[src/rtl/sfg_pkg.sv]
package sfg_pkg;
  typedef enum logic [2:0] {
    ST_IDLE, ST_RUN, ST_LATCH, ST_RETRY, ST_DRAIN
  } sfg_state_e;

  typedef enum logic [1:0] {
    CAUSE_NONE    = 2'b00,
    CAUSE_INPUT   = 2'b01,
    CAUSE_TIMEOUT = 2'b10
  } sfg_cause_e;

  // duration in ms for a code: base doubled per step
  function automatic int unsigned span_ms(input int unsigned base, input logic [2:0] code);
    return base << code;
  endfunction
endpackage

[src/rtl/sfg_tick.sv]
module sfg_tick #(
  parameter int unsigned TICK_DIV = 125000
) (
  input  logic clk_i,
  input  logic rst_ni,
  input  logic restart_i,
  input  logic en_i,
  output logic tick_o
);
  localparam int unsigned TW = (TICK_DIV > 1) ? $clog2(TICK_DIV) : 1;
  localparam logic [TW-1:0] LAST = TW'(TICK_DIV - 1);

  logic [TW-1:0] cnt_q;

  assign tick_o = en_i && (cnt_q == LAST);

  always_ff @(posedge clk_i or negedge rst_ni) begin
    if (!rst_ni)          cnt_q <= '0;
    else if (restart_i)   cnt_q <= '0;
    else if (tick_o)      cnt_q <= '0;
    else if (en_i)        cnt_q <= cnt_q + 1'b1;
  end
endmodule

[src/rtl/sfg_timer.sv]
module sfg_timer #(
  parameter int unsigned MS_W = 12
) (
  input  logic            clk_i,
  input  logic            rst_ni,
  input  logic            restart_i,
  input  logic            en_i,
  input  logic            tick_i,
  input  logic [MS_W-1:0] lim_i,
  output logic            expire_o
);
  logic [MS_W-1:0] ms_q;

  assign expire_o = en_i && tick_i && (ms_q == lim_i - 1'b1);

  always_ff @(posedge clk_i or negedge rst_ni) begin
    if (!rst_ni)                ms_q <= '0;
    else if (restart_i)         ms_q <= '0;
    else if (en_i && tick_i)    ms_q <= ms_q + 1'b1;
  end
endmodule

[src/rtl/sfg_ctrl.sv]
module sfg_ctrl
  import sfg_pkg::*;
#(
  parameter int unsigned BASE_MS = 25,
  parameter int unsigned MS_W    = 12
) (
  input  logic            clk_i,
  input  logic            rst_ni,
  input  logic            start_i,
  input  logic            done_i,
  input  logic            dir_i,
  input  logic            in_fault_i,
  input  logic            outs_low_i,
  input  logic            enable_i,
  input  logic            clear_i,
  input  logic [1:0]      up_to_i,
  input  logic [1:0]      dn_to_i,
  input  logic            latch_i,
  input  logic [2:0]      retry_i,
  input  logic            expire_i,
  output logic            restart_o,
  output logic            tmr_en_o,
  output logic [MS_W-1:0] lim_o,
  output logic            fault_o,
  output logic            shutdown_o,
  output logic            retry_ok_o,
  output logic [1:0]      cause_o
);
  sfg_state_e st_q, st_d;
  sfg_cause_e cause_q, cause_d;
  logic dir_q, dir_d, en_q, clr_evt, enter_fault;
  logic [1:0] phase_code;

  assign clr_evt    = clear_i || (en_q && !enable_i);
  assign phase_code = dir_q ? up_to_i : dn_to_i;

  always_comb begin
    if (st_q == ST_RETRY) lim_o = MS_W'(span_ms(BASE_MS, retry_i));
    else                  lim_o = MS_W'(span_ms(BASE_MS, {1'b0, phase_code}));
  end

  always_comb begin
    st_d        = st_q;
    cause_d     = cause_q;
    dir_d       = dir_q;
    restart_o   = 1'b0;
    enter_fault = 1'b0;
    unique case (st_q)
      ST_IDLE, ST_RUN: begin
        if (in_fault_i) begin
          enter_fault = 1'b1;
          cause_d     = CAUSE_INPUT;     // input fault outranks timeout
        end else if (st_q == ST_RUN && expire_i && !done_i) begin
          enter_fault = 1'b1;
          cause_d     = CAUSE_TIMEOUT;
        end else if (start_i) begin
          st_d      = ST_RUN;
          dir_d     = dir_i;
          restart_o = 1'b1;
        end else if (st_q == ST_RUN && done_i) begin
          st_d = ST_IDLE;
        end
      end
      ST_LATCH: if (clr_evt) st_d = ST_DRAIN;
      ST_RETRY: if (clr_evt || expire_i) st_d = ST_DRAIN;
      ST_DRAIN: if (outs_low_i && !in_fault_i) st_d = ST_IDLE;
      default:  st_d = ST_IDLE;
    endcase
    if (enter_fault) begin
      st_d      = latch_i ? ST_LATCH : ST_RETRY;
      restart_o = 1'b1;
    end
  end

  always_ff @(posedge clk_i or negedge rst_ni) begin
    if (!rst_ni) begin
      st_q    <= ST_IDLE;
      cause_q <= CAUSE_NONE;
      dir_q   <= 1'b1;
      en_q    <= 1'b0;
    end else begin
      st_q    <= st_d;
      cause_q <= cause_d;
      dir_q   <= dir_d;
      en_q    <= enable_i;
    end
  end

  assign tmr_en_o   = (st_q == ST_RUN) || (st_q == ST_RETRY);
  assign fault_o    = (st_q == ST_LATCH) || (st_q == ST_RETRY) || (st_q == ST_DRAIN);
  assign shutdown_o = fault_o || in_fault_i;
  assign retry_ok_o = (st_q == ST_IDLE) && outs_low_i && !in_fault_i;
  assign cause_o    = cause_q;
endmodule

[src/rtl/seq_fault_guard.sv]
module seq_fault_guard #(
  parameter int unsigned TICK_DIV = 125000,
  parameter int unsigned BASE_MS  = 25
) (
  input  logic       clk_i,
  input  logic       rst_ni,
  input  logic       start_i,
  input  logic       done_i,
  input  logic       dir_i,
  input  logic       in_fault_i,
  input  logic       outs_low_i,
  input  logic       enable_i,
  input  logic       clear_i,
  input  logic [1:0] up_to_i,
  input  logic [1:0] dn_to_i,
  input  logic       latch_i,
  input  logic [2:0] retry_i,
  output logic       fault_o,
  output logic       shutdown_o,
  output logic       retry_ok_o,
  output logic [1:0] cause_o
);
  localparam int unsigned MS_W = $clog2((BASE_MS << 7) + 1);

  logic restart, tmr_en, tick, expire;
  logic [MS_W-1:0] lim;

  sfg_tick #(.TICK_DIV(TICK_DIV)) u_tick (
    .clk_i, .rst_ni, .restart_i(restart), .en_i(tmr_en), .tick_o(tick)
  );

  sfg_timer #(.MS_W(MS_W)) u_timer (
    .clk_i, .rst_ni, .restart_i(restart), .en_i(tmr_en), .tick_i(tick),
    .lim_i(lim), .expire_o(expire)
  );

  sfg_ctrl #(.BASE_MS(BASE_MS), .MS_W(MS_W)) u_ctrl (
    .clk_i, .rst_ni, .start_i, .done_i, .dir_i, .in_fault_i, .outs_low_i,
    .enable_i, .clear_i, .up_to_i, .dn_to_i, .latch_i, .retry_i,
    .expire_i(expire), .restart_o(restart), .tmr_en_o(tmr_en), .lim_o(lim),
    .fault_o, .shutdown_o, .retry_ok_o, .cause_o
  );
endmodule

[config.mk]
export PLATFORM = sky130hd
export DESIGN_NAME = seq_fault_guard
export DESIGN_NICKNAME = d
export VERILOG_FILES = /design/src/rtl/sfg_pkg.sv /design/src/rtl/sfg_tick.sv /design/src/rtl/sfg_timer.sv /design/src/rtl/sfg_ctrl.sv /design/src/rtl/seq_fault_guard.sv
export SDC_FILE = /design/constraint.sdc
export NUM_CORES = 1
export LEC_CHECK = 0
export ABC_AREA = 1
export CAP_MARGIN = 20
export CORE_ASPECT_RATIO = 0.8
export CORE_MARGIN = 10
export CORE_UTILIZATION = 60
export DETAILED_ROUTE_END_ITERATION = 10
export HOLD_SLACK_MARGIN = 0.1
export PLACE_DENSITY = 0.81
export SLEW_MARGIN = 0
export SYNTH_ARGS = -nofsm -noshare
export SYNTH_HDL_FRONTEND = slang
export SYNTH_SLANG_ARGS = --single-unit
[constraint.sdc]
create_clock -name clk_i -period 3.86 [get_ports clk_i]
set_input_delay 0.386 -clock clk_i [delete_from_list [all_inputs] [get_ports clk_i]]
set_output_delay 0.386 -clock clk_i [all_outputs]
set_load 0.02 [all_outputs]
==> flow_summary.json <==
{
  "status": "complete, no violations",
  "antenna_cells": 0,
  "die_x_um": 103,
  "num_io_pins": 22,
  "synth-async-reset-ratio": 1.00,
  "relSlewSlack": 0.463,
  "layout_commonest_cell": "nand2_1",
  "fmax_mhz": 287,
  "synth_nets": 526,
  "crit_path_max_fanout": 43,
  "dr.pass1.iters": 7,
  "rsz0062_at_grt": "no",
  "finalSetupTns_ns": 0,
  "io_buffers": 21,
  "overflow": 0,
  "rows": 24,
  "top_usage_layer": "met1",
  "clock_latency_ns": 0.29,
  "clk_path_buf_depth": 2,
  "viasPerCell": 5.56,
  "crit_required_ns": 4.02,
  "wl_per_cell_um": 13.7,
  "final_max_slew_viol_count": 0,
  "cts.sinks": 36,
  "routed_wl_um": 8000,
  "hpwl_um": 6050,
  "ys.flop_type": "dfrtp_1",
  "cts_buffers": 5,
  "syn_area_per_cell_um2": 6.57,
  "yosysSeqAreaShare": 0.274,
  "use_met2": 0.270,
  "drive_gt1_frac": 0.0960,
  "htreeDepth": 2,
  "path_clk_slew_ns": 0.08,
  "vias": 3257,
  "fin_nets": 545,
  "cp_slowest_cell": "dfrtp_1",
  "endpoint_kind": "flop",
  "drtAntennaViolNets": 0,
  "drv_cap": 0,
  "setup_viol": 0,
  "stdcell_count": 586,
  "dp_cells": 578,
  "crit_top_cell": "nand2_1",
  "power_density_mw_per_mm2": 581,
  "synth_area_mm2": 0.00329,
  "max_stage_delay_ns": 0.50,
  "fillers": 463,
  "core-area_mm2": 0.00538,
  "tightest_slew_ns": 0.805,
  "grt_max_degree": 44,
  "ys_types": 38,
  "yosysWarningCount": 0,
  "period_share": 0.902,
  "cts_tree": "done",
  "layout_common_cells": "134 x nand2_1, 71 x inv_1, 64 x nor2_1",
  "antenna_found_initial": 0,
  "post-route-drc-count": 0,
  "hold_violations": 0,
  "grt_pass1_vias": 2944,
  "root_buffer": "clkbuf_8",
  "syn_inst": 501,
  "post_cts_buffers": 0,
  "path_cells": "inv_2, nand3_2, nand2_1, nand2_1, inv_1, ha_1, nand2_1, ha_1, xnor2_1, nor2_1, nand3_1, nor2_1, nand2_1, nor2_1, nand2_1, nor2_1, nand4_1, nand2_2, nand2_8, nand2_1, nand3_1",
  "synth_edf_count": 0,
  "arrival_ns": 3.64,
  "ys_ff_latch": 36,
  "drtIter0Drc": 319,
  "critPathLaunchType": "flop",
  "use_met3": 0.0509,
  "grt_util_all_layers": 0.189,
  "start_util": 0.613,
  "period_minus_slack_ns": 3.48,
  "p_leak_uw": 0.00177,
  "grt_pass1_wl_um": 14000,
  "die-height_um": 86.3,
  "area_growth_pct": 9.57,
  "die_area_mm2": 0.00887,
  "min_path_type": "primary input to asynchronous set/reset pin",
  "crit_type": "flop to flop",
  "grt.met1_usage": 0.278,
  "utilization": 0.671,
  "peakVddDrop_uv": 239,
  "gp_congestion": 0.933,
  "fin_skew_ns": 0.0100
}
[synth_stat cells (3+ instances only)]
master | n | area [µm²]
nor3_2 | 3 | 30.0
clkbuf_1 | 5 | 18.8
nand3_1 | 45 | 225
nand2_2 | 10 | 62.6
nor2_1 | 64 | 240
nand3b_1 | 3 | 22.5
o21ai_0 | 4 | 20.0
dfrtp_1 | 35 | 876
inv_1 | 71 | 267
xnor2_1 | 3 | 26.3
nor3_1 | 12 | 60.1
buf_6 | 6 | 67.6
nand3_2 | 6 | 60.1
ha_1 | 8 | 100
nand4_1 | 42 | 263
nand2_1 | 134 | 503
xor2_1 | 18 | 158
a21oi_2 | 4 | 35.0
[what timing repair did]
action	4_1_cts	5_1_grt
resized for setup	0	2
endpoints found under the setup margin	0	17
hold buffers	0	0
[state kept, by name, indices dropped and copies added (netlist names)]
register	cells
u_ctrl.cause_o	2
u_timer.ms_q	12
u_ctrl.dir_q	1
u_tick.cnt_q	17
u_ctrl.en_q	1
u_ctrl.st_q	3
[worst max-delay path, delay by kind of cell (launching register included)]
kind,cells,cell delay (ns)
xor+xnor,1,0.15
simple gates,16,1.86
flops,1,0.50
buf+inv,2,0.29
fa+ha+maj,2,0.53
[where the power goes]
part,leakage [µW],internal (µW),switching (µW)
sequential,0.000487,420,55.4
combinational,0.00124,439,916
clock,0.0000479,126,141
[per-stage QoR]
step           instance area, µm²  setup WS (ns)  hold WS (ns)  power [µW]
3_5_place_dp                 3510          0.223         0.488        1800
2_1_floorplan                3290          0.949        0.0904        1530
4_1_cts                      3600          0.309         0.215        2080
3_3_place_gp                 3510          0.317         0.479        1760
5_1_grt                      3610         0.0195         0.237        2290
6_report                     3610          0.379         0.178        2100
[worst paths after layout]
path	to	from	slack, ns	cells after the start
max in group asynchronous	u_ctrl.st_q[1]	rst_ni	3.12	1
min in group clk_i	u_ctrl.cause_o[0]	u_ctrl.cause_o[0]	0.50	2
max	u_ctrl.st_q[0]	u_ctrl.st_q[2]	0.38	21
min reg2reg	u_ctrl.cause_o[0]	u_ctrl.cause_o[0]	0.50	2
max reg2reg	u_ctrl.st_q[0]	u_ctrl.st_q[2]	0.38	21
min	u_ctrl.en_q	rst_ni	0.18	1
[routing by layer]
metal / share of wire / vias to the layer above
li1: - / 1658
met4: 0.0042 / 0
met3: 0.098 / 4
met2: 0.41 / 133
met1: 0.49 / 1462
met5: 0 / -
[logic make-up after synthesis]
group	share of synthesized area
AO/OA/AOI/OAI	0.0357
XOR/XNOR	0.0631
adder cells (fa/ha/maj)	0.0304
buffers and inverters	0.113
flip-flops	0.274
AND/OR/NAND/NOR	0.484
[cell type report]
class | count | area, µm² | share of cell area
multi-input cells | 378 | 2030 | 0.562
flip-flops and latches | 36 | 903 | 0.250
inverters | 75 | 282 | 0.0780
repair buffers | 24 | 228 | 0.0631
well taps | 65 | 81.3 | 0.0225
clock buffers | 5 | 68.8 | 0.0191
clock inverters | 3 | 18.8 | 0.00520
(Power assumes the default switching activity.)
